===== src/rtl/rdy_bank_pkg.sv =====
package rdy_bank_pkg;
  typedef enum logic [2:0] {
    K_EN   = 3'd0,
    K_DB   = 3'd1,
    K_RDY0 = 3'd2,
    K_RDY1 = 3'd3,
    K_BUSY = 3'd4,
    K_CTRL = 3'd5
  } kind_e;

  localparam logic [3:0] CLR_KEY = 4'hF;
endpackage


===== src/rtl/rdy_bus_dec.sv =====
module rdy_bus_dec import rdy_bank_pkg::*; #(
  parameter int NWORDS = 2,
  parameter int ADDR_W = 4,
  parameter int WSEL_W = 1
) (
  input  logic              clk,
  input  logic              rst_n,
  input  logic              reg_we,
  input  logic [ADDR_W-1:0] reg_addr,
  input  logic [3:0]        wtop,
  output logic [NWORDS-1:0] en_we,
  output logic [NWORDS-1:0] db_we,
  output logic [NWORDS-1:0] r0_we,
  output logic [NWORDS-1:0] r1_we,
  output logic [3:0]        ctrl_q,
  output logic              clr_mode
);
  logic [2:0]        kind;
  logic [WSEL_W-1:0] widx;

  assign kind = reg_addr[ADDR_W-1 -: 3];
  assign widx = reg_addr[WSEL_W-1:0];

  for (genvar w = 0; w < NWORDS; w++) begin : g_word
    logic hit;
    assign hit      = reg_we && (widx == WSEL_W'(w));
    assign en_we[w] = hit && (kind == K_EN);
    assign db_we[w] = hit && (kind == K_DB);
    assign r0_we[w] = hit && (kind == K_RDY0);
    assign r1_we[w] = hit && (kind == K_RDY1);
  end

  always_ff @(posedge clk) begin
    if (!rst_n) ctrl_q <= '0;
    else if (reg_we && kind == K_CTRL && widx == '0) ctrl_q <= wtop;
  end

  assign clr_mode = (ctrl_q == CLR_KEY);
endmodule


===== src/rtl/rdy_chan_slice.sv =====
module rdy_chan_slice (
  input  logic clk,
  input  logic rst_n,
  input  logic en_we,
  input  logic db_we,
  input  logic wbit,
  input  logic r0_sw,
  input  logic r1_sw,
  input  logic clr_mode,
  input  logic start_fire,
  input  logic done_fire,
  output logic en_q,
  output logic db_q,
  output logic r0_q,
  output logic r1_q,
  output logic busy_q,
  output logic can_start,
  output logic cur_buf
);
  logic cur_q, fin;
  logic r0_n, r1_n, cur_n, busy_n;

  assign cur_buf   = db_q & cur_q;
  assign can_start = en_q & ~busy_q & (cur_buf ? r1_q : r0_q);
  assign fin       = done_fire & busy_q;

  always_comb begin
    r0_n   = r0_q;
    r1_n   = r1_q;
    cur_n  = cur_q;
    busy_n = busy_q;
    if (start_fire) busy_n = 1'b1;
    if (fin) begin
      busy_n = 1'b0;
      if (cur_buf) r1_n = 1'b0;
      else         r0_n = 1'b0;
      cur_n = db_q ? ~cur_buf : 1'b0;
    end
    // software writes are applied last so they win over the engine clear
    if (r0_sw) r0_n = ~clr_mode;
    if (r1_sw) r1_n = ~clr_mode;
  end

  always_ff @(posedge clk) begin
    if (!rst_n) begin
      en_q   <= 1'b0;
      db_q   <= 1'b0;
      r0_q   <= 1'b0;
      r1_q   <= 1'b0;
      busy_q <= 1'b0;
      cur_q  <= 1'b0;
    end else begin
      if (en_we) en_q <= wbit;
      if (db_we) db_q <= wbit;
      r0_q   <= r0_n;
      r1_q   <= r1_n;
      busy_q <= busy_n;
      cur_q  <= cur_n;
    end
  end
endmodule


===== src/rtl/rdy_rd_mux.sv =====
module rdy_rd_mux import rdy_bank_pkg::*; #(
  parameter int NUM_CH = 64,
  parameter int WORD_W = 32,
  parameter int NWORDS = 2,
  parameter int ADDR_W = 4,
  parameter int WSEL_W = 1
) (
  input  logic [ADDR_W-1:0] reg_addr,
  input  logic [NUM_CH-1:0] en_v,
  input  logic [NUM_CH-1:0] db_v,
  input  logic [NUM_CH-1:0] r0_v,
  input  logic [NUM_CH-1:0] r1_v,
  input  logic [NUM_CH-1:0] busy_v,
  input  logic [3:0]        ctrl_q,
  output logic [WORD_W-1:0] reg_rdata
);
  logic [2:0]        kind;
  logic [WSEL_W-1:0] widx;
  int unsigned       base;

  assign kind = reg_addr[ADDR_W-1 -: 3];
  assign widx = reg_addr[WSEL_W-1:0];

  always_comb begin
    reg_rdata = '0;
    base      = 32'(widx) * WORD_W;
    if (32'(widx) < NWORDS) begin
      case (kind)
        K_EN:   reg_rdata = en_v[base +: WORD_W];
        K_DB:   reg_rdata = db_v[base +: WORD_W];
        K_RDY0: reg_rdata = r0_v[base +: WORD_W];
        K_RDY1: reg_rdata = r1_v[base +: WORD_W];
        K_BUSY: reg_rdata = busy_v[base +: WORD_W];
        K_CTRL: if (widx == '0) reg_rdata = {ctrl_q, {(WORD_W-4){1'b0}}};
        default: reg_rdata = '0;
      endcase
    end
  end
endmodule


===== src/rtl/dma_rdy_bank.sv =====
module dma_rdy_bank #(
  parameter int NUM_CH = 64,
  parameter int WORD_W = 32,
  localparam int NWORDS = NUM_CH / WORD_W,
  localparam int WSEL_W = (NWORDS > 1) ? $clog2(NWORDS) : 1,
  localparam int ADDR_W = 3 + WSEL_W,
  localparam int CH_W   = $clog2(NUM_CH)
) (
  input  logic              clk,
  input  logic              rst_n,
  input  logic              reg_we,
  input  logic [ADDR_W-1:0] reg_addr,
  input  logic [WORD_W-1:0] reg_wdata,
  output logic [WORD_W-1:0] reg_rdata,
  input  logic              st_valid,
  input  logic [CH_W-1:0]   st_ch,
  output logic              st_ready,
  output logic              st_buf,
  input  logic              dn_valid,
  input  logic [CH_W-1:0]   dn_ch
);
  logic [NWORDS-1:0] en_we, db_we, r0_we, r1_we;
  logic [3:0]        ctrl_q;
  logic              clr_mode;
  logic [NUM_CH-1:0] en_q, db_q, r0_q, r1_q, busy_q, can_start, cur_buf;

  rdy_bus_dec #(.NWORDS(NWORDS), .ADDR_W(ADDR_W), .WSEL_W(WSEL_W)) u_dec (
    .clk(clk), .rst_n(rst_n), .reg_we(reg_we), .reg_addr(reg_addr),
    .wtop(reg_wdata[WORD_W-1 -: 4]),
    .en_we(en_we), .db_we(db_we), .r0_we(r0_we), .r1_we(r1_we),
    .ctrl_q(ctrl_q), .clr_mode(clr_mode)
  );

  for (genvar i = 0; i < NUM_CH; i++) begin : g_ch
    localparam int W = i / WORD_W;
    localparam int B = i % WORD_W;
    rdy_chan_slice u_slice (
      .clk(clk), .rst_n(rst_n),
      .en_we(en_we[W]), .db_we(db_we[W]), .wbit(reg_wdata[B]),
      .r0_sw(r0_we[W] & reg_wdata[B]), .r1_sw(r1_we[W] & reg_wdata[B]),
      .clr_mode(clr_mode),
      .start_fire(st_valid & can_start[i] & (st_ch == CH_W'(i))),
      .done_fire(dn_valid & (dn_ch == CH_W'(i))),
      .en_q(en_q[i]), .db_q(db_q[i]), .r0_q(r0_q[i]), .r1_q(r1_q[i]),
      .busy_q(busy_q[i]), .can_start(can_start[i]), .cur_buf(cur_buf[i])
    );
  end

  assign st_ready = can_start[st_ch];
  assign st_buf   = cur_buf[st_ch];

  rdy_rd_mux #(.NUM_CH(NUM_CH), .WORD_W(WORD_W), .NWORDS(NWORDS),
               .ADDR_W(ADDR_W), .WSEL_W(WSEL_W)) u_rd (
    .reg_addr(reg_addr), .en_v(en_q), .db_v(db_q), .r0_v(r0_q), .r1_v(r1_q),
    .busy_v(busy_q), .ctrl_q(ctrl_q), .reg_rdata(reg_rdata)
  );
endmodule


===== config.mk =====
export PLATFORM = sky130hd
export DESIGN_NAME = dma_rdy_bank
export DESIGN_NICKNAME = d
export VERILOG_FILES = /design/src/rtl/rdy_bank_pkg.sv /design/src/rtl/rdy_bus_dec.sv /design/src/rtl/rdy_chan_slice.sv /design/src/rtl/rdy_rd_mux.sv /design/src/rtl/dma_rdy_bank.sv
export SDC_FILE = /design/constraint.sdc
export NUM_CORES = 1
export LEC_CHECK = 0
export BUFFER_PORTS_ARGS = -buffer_cell sky130_fd_sc_hd__buf_4
export CAP_MARGIN = 40
export CORE_ASPECT_RATIO = 0.7
export CORE_UTILIZATION = 30
export CTS_BUF_LIST = sky130_fd_sc_hd__clkbuf_4
export CTS_CLUSTER_DIAMETER = 120
export DETAILED_ROUTE_END_ITERATION = 8
export HOLD_SLACK_MARGIN = 0.1
export SLEW_MARGIN = 20
export SYNTH_ARGS = -nofsm -noshare
export SYNTH_HDL_FRONTEND = slang
export SYNTH_SLANG_ARGS = --single-unit

===== constraint.sdc =====
create_clock -name clk -period 4.5 [get_ports clk]
set_clock_uncertainty 0.1 [all_clocks]
set_input_delay 0.675 -clock clk [delete_from_list [all_inputs] [get_ports clk]]
set_output_delay 0.675 -clock clk [all_outputs]
set_load 0.05 [all_outputs]

==> flow_results.org <==
** Logic synthesis
- Post-synth EDFFs :: 0
- The number of different library cells used by synthesis comes to 71.
- Share of cell area taken by muxes after synthesis :: 7.62%
- The synthesized design contains 388 register bits.
- Share of synthesized registers carrying an async set or reset :: 0%
- Synthesized instance count :: 2776
- Fraction of synthesized cell area in xor and xnor cells :: 0%
- Most common flop cell mapped by yosys :: sky130_fd_sc_hd__dfxtp_1
- The synthesized netlist devotes 28.4% of its cell area to simple gates.
- The cell area that synthesis handed to floorplanning was 0.0221 mm^2.
- Post-synthesis average cell area :: 7.95 um^2
- The number of nets in the synthesized netlist is 2829.
- The synthesized netlist devotes 24.2% of its cell area to compound gates.
- The synthesized netlist devotes 0% of its cell area to adder and majority cells.
- By area, the combinational part of the netlist is dominated by simple AND/OR/NAND/NOR gates.
- Count of yosys warnings during synthesis :: 0
- Sequential elements use 35.2% of the synthesized area.

** Finish
- With fillers left out, the area of the finished cells amounts to 0.0253 mm^2.
- # nets final :: 2903
- Summing all multi-input logic gate instances after layout gives 0.0134 mm^2.
- Share of final-layout standard cells stronger than drive strength 1 :: 15.2%
- Layout-stage area growth over the synthesis result :: 14.4%
- The filler cells instantiated in the layout total 7595.
- Summing all flip-flop and latch instances after layout gives 0.00777 mm^2.

** Die
- The die is 229 um tall.
- Top-Level Pins :: 87
- Die X-Extent :: 326 um
- For this configuration, the core starts out at a cell density of 30.6%.
- The floorplan has 82 rows.
- Core outline area :: 0.0722 mm^2
- Floorplan die area :: 0.0747 mm^2

** STA
- Setup repair after global routing left no endpoint under its margin.
- The worst pin sits at a relative slew slack of 36.5%.
- Accumulated negative setup slack :: 0 ns
- Final critical delay including setup and external delays :: 4.41 ns
- Final clock period utilization by the worst path :: 97.9%
- Final setup violation count :: 0
- Pin slew with the least headroom to its limit :: 0.940 ns
- Final worst hold slack :: 0.242 ns
- Max Clk Rate :: 0.227 GHz
- The total count of hold-check failures in the final report is 0.
- Number of pins with negative max-slew slack in the final report :: 0

** Min path
- Worst min-delay path category :: in2reg
- In this run the most critical hold path is launched from rst_n.

** GRT
- The first global-routing pass estimated 139000 um of wire.
- The via count of the first global-routing pass was 20500.
- Global routing consumed, over all layers together, 24.4% of the routing resources.
- Number of antenna violations at the first check in global routing :: 2
- The total overflow left after global routing is 0.
- Maximum number of pins on one net before global-route repair :: 147

** Routing
- For this block, the initial DRC count from the detailed router was 3242.
- The detail route stage leaves a number of antenna-violating nets equal to 0.
- Final routed DRC violation total :: 0
- Routed WL per cell :: 24.3 um
- Total wirelength of the detailed-routed design :: 94300 um
- Via count :: 23000
- Router iterations before antenna repair :: 6
- Vias per std cell :: 5.92

** Place
- The placed instances occupy a cell area of 0.0238 mm^2.
- Routability-driven placement finished with a final weighted congestion of 0.992.
- Post-DP HPWL :: 63400 um
- Number of port buffers :: 86

** Run
- The tool flagged a number of max-cap violations equal to 0.

** Worst setup path
- STA classifies the critical path startpoint as a flop.
- Launching instance or port of the critical path :: g_ch[14].u_slice.db_q
- At the worst endpoint, the arrival time is 3.63 ns.
- In this design, the stage delay of the slowest critical-path cell is 0.82 ns.
- Among all stages on the critical path, the largest delay is contributed by sky130_fd_sc_hd__nor4bb_1.
- Highest fanout seen on the critical path :: 5
- Data on the critical path is required at its endpoint by 3.72 ns.
- The startpoint identified for the worst register-to-register timing path is u_dec.ctrl_q[0].
- The worst setup path is captured at an output port.
- Type of the setup path with the least slack :: reg2out
- Traced cell by cell, the critical path runs through nand2_1 > mux2i_1 > nor4bb_1 > a211oi_1 > o2111ai_1 > and4_1 > buf_4.

** Clocking
- Clock transition at path regs :: 0.06 ns
- The H-tree generated during clock tree synthesis spans 3 levels.
- Total CTS buffers :: 98
- The tree is rooted in a sky130_fd_sc_hd__clkbuf_4.
- The tree built by TritonCTS fans out to 388 sinks.
- CTS tree :: yes
- Post-CTS setup buffer count :: 0
- Deepest clock path buffer count :: 3
- Clock latency at the later pin of the worst-skew pair :: 0.90 ns
- Gates resized during post-CTS repair numbered 0.

** Power
- IR analysis of the VDD net gives a maximum drop of 0.126 mV.
- For this design the static power due to leakage is 8.39 nW.
- Power Density :: 287 mW/mm^2

** Run status
- The flow ran to the end, and the final reports show no timing, DRC or antenna violations.
## layout make-up
class | instances | area share, %
flip-flops and latches | 388 | 30.7
inverters | 21 | 0.312
diodes | 2 | 0.0198
clock buffers | 131 | 3.89
well taps | 966 | 4.78
repair buffers | 200 | 6.65
clock inverters | 32 | 0.658
multi-input cells | 2141 | 53.0
## registers in the layout, summed over array words and instances, names as in the netlist
register / cells
g_ch.u_slice.busy_q: 64
g_ch.u_slice.en_q: 64
g_ch.u_slice.r0_q: 64
g_ch.u_slice.cur_q: 64
g_ch.u_slice.db_q: 64
g_ch.u_slice.r1_q: 64
u_dec.ctrl_q: 4
## cells in the mapped netlist (6+ instances only)
cell / number / area (um^2)
sky130_fd_sc_hd__a21boi_0: 268 / 2010
sky130_fd_sc_hd__a21oi_1: 88 / 440
sky130_fd_sc_hd__a221o_1: 19 / 190
sky130_fd_sc_hd__a22o_1: 21 / 184
sky130_fd_sc_hd__a22oi_1: 39 / 293
sky130_fd_sc_hd__a31oi_1: 17 / 106
sky130_fd_sc_hd__a32oi_1: 12 / 105
sky130_fd_sc_hd__a41oi_1: 16 / 140
sky130_fd_sc_hd__and2_1: 13 / 81.3
sky130_fd_sc_hd__and3_1: 22 / 138
sky130_fd_sc_hd__and4b_1: 15 / 150
sky130_fd_sc_hd__buf_2: 60 / 300
sky130_fd_sc_hd__clkbuf_1: 158 / 593
sky130_fd_sc_hd__dfxtp_1: 388 / 7770
sky130_fd_sc_hd__inv_1: 20 / 75.1
sky130_fd_sc_hd__mux2_2: 72 / 811
sky130_fd_sc_hd__mux2i_1: 51 / 510
sky130_fd_sc_hd__mux4_2: 16 / 360
sky130_fd_sc_hd__nand2_1: 556 / 2090
sky130_fd_sc_hd__nand2b_1: 8 / 50.1
sky130_fd_sc_hd__nand3_1: 261 / 1310
sky130_fd_sc_hd__nand4_1: 70 / 438
sky130_fd_sc_hd__nand4b_1: 7 / 61.3
sky130_fd_sc_hd__nor2_1: 78 / 293
sky130_fd_sc_hd__nor2_2: 6 / 37.5
sky130_fd_sc_hd__nor2b_1: 78 / 488
sky130_fd_sc_hd__nor3_1: 19 / 95.1
sky130_fd_sc_hd__nor3_2: 10 / 100
sky130_fd_sc_hd__nor3b_1: 71 / 533
sky130_fd_sc_hd__nor4_1: 7 / 43.8
sky130_fd_sc_hd__nor4b_1: 7 / 61.3
sky130_fd_sc_hd__o2111ai_1: 12 / 105
sky130_fd_sc_hd__o211a_1: 25 / 250
sky130_fd_sc_hd__o211ai_1: 91 / 683
sky130_fd_sc_hd__o21ai_0: 92 / 460
## placed cells by master, fill, tap and decap left out, types with 74 or more instances in the layout
cell type,n
sky130_fd_sc_hd__a21boi_0,268
sky130_fd_sc_hd__a21oi_1,88
sky130_fd_sc_hd__buf_4,159
sky130_fd_sc_hd__clkbuf_4,131
sky130_fd_sc_hd__dfxtp_1,388
sky130_fd_sc_hd__nand2_1,556
sky130_fd_sc_hd__nand3_1,259
sky130_fd_sc_hd__nor2_1,76
sky130_fd_sc_hd__nor2b_1,74
sky130_fd_sc_hd__o211ai_1,91
sky130_fd_sc_hd__o21ai_0,92
## per-layer routing
| layer | wire [um] | track usage, % | part of all wire [%] | vias to the layer above |
|---|---|---|---|---|
| li1 | - | - | - | 10300 |
| met1 | 42100 | 36.9 | 45 | 10900 |
| met2 | 35600 | 31.5 | 38 | 1594 |
| met3 | 14400 | 8.99 | 15 | 169 |
| met4 | 2180 | 6.28 | 2.3 | 2 |
| met5 | 8 | 0 | 0.0085 | - |
## worst max-delay path, delay by kind of cell (launching register included)
kind	cells	cell delay [ns]
simple gates	3	1.43
mux	1	0.20
buf+inv	1	0.27
flops	1	0.59
compound gates	2	0.33
## what timing repair did
action / CTS / global route
hold buffers: 32 / 0
endpoints found under the hold margin: 258 / 0
setup endpoints to repair: 0 / 0
## stage by stage
step           util, %  std cells  power, W  worst slack (ns)
2_1_floorplan        -       2776   0.00398             0.677
3_3_place_gp      32.8       3676   0.00428             0.471
3_5_place_dp      32.9       3681   0.00429             0.376
4_1_cts           34.9       3876   0.00726             0.284
5_1_grt           35.0       3881   0.00750            0.0102
6_report          35.0       3881   0.00726            0.0937
## power by group
part | total (W) | switching, W | internal, W
sequential | 0.00349 | 0.0000306 | 0.00346
combinational | 0.000773 | 0.000534 | 0.000240
clock | 0.00299 | 0.00159 | 0.00140
total | 0.00726 | 0.00215 | 0.00511
## path summary, 6_finish.rpt
check                                  to  slack (ns)  cells after the start
setup / recovery                 st_ready        0.09                      7
hold / removal    g_ch[53].u_slice.busy_q        0.24                      3
setup reg to reg    g_ch[40].u_slice.r0_q        2.70                      4
hold reg to reg     g_ch[58].u_slice.en_q        0.39                      2
## cells by family (layout without fill, tap and decap cells)
logic type | after synthesis | count (layout)
buffers and inverters | 247 | 384
muxes | 139 | 139
other | 0 | 2
AOI/OAI and AO/OA | 742 | 742
DFF | 388 | 388
and+or+nand+nor | 1260 | 1260
Power figures use the tool's default switching activity.
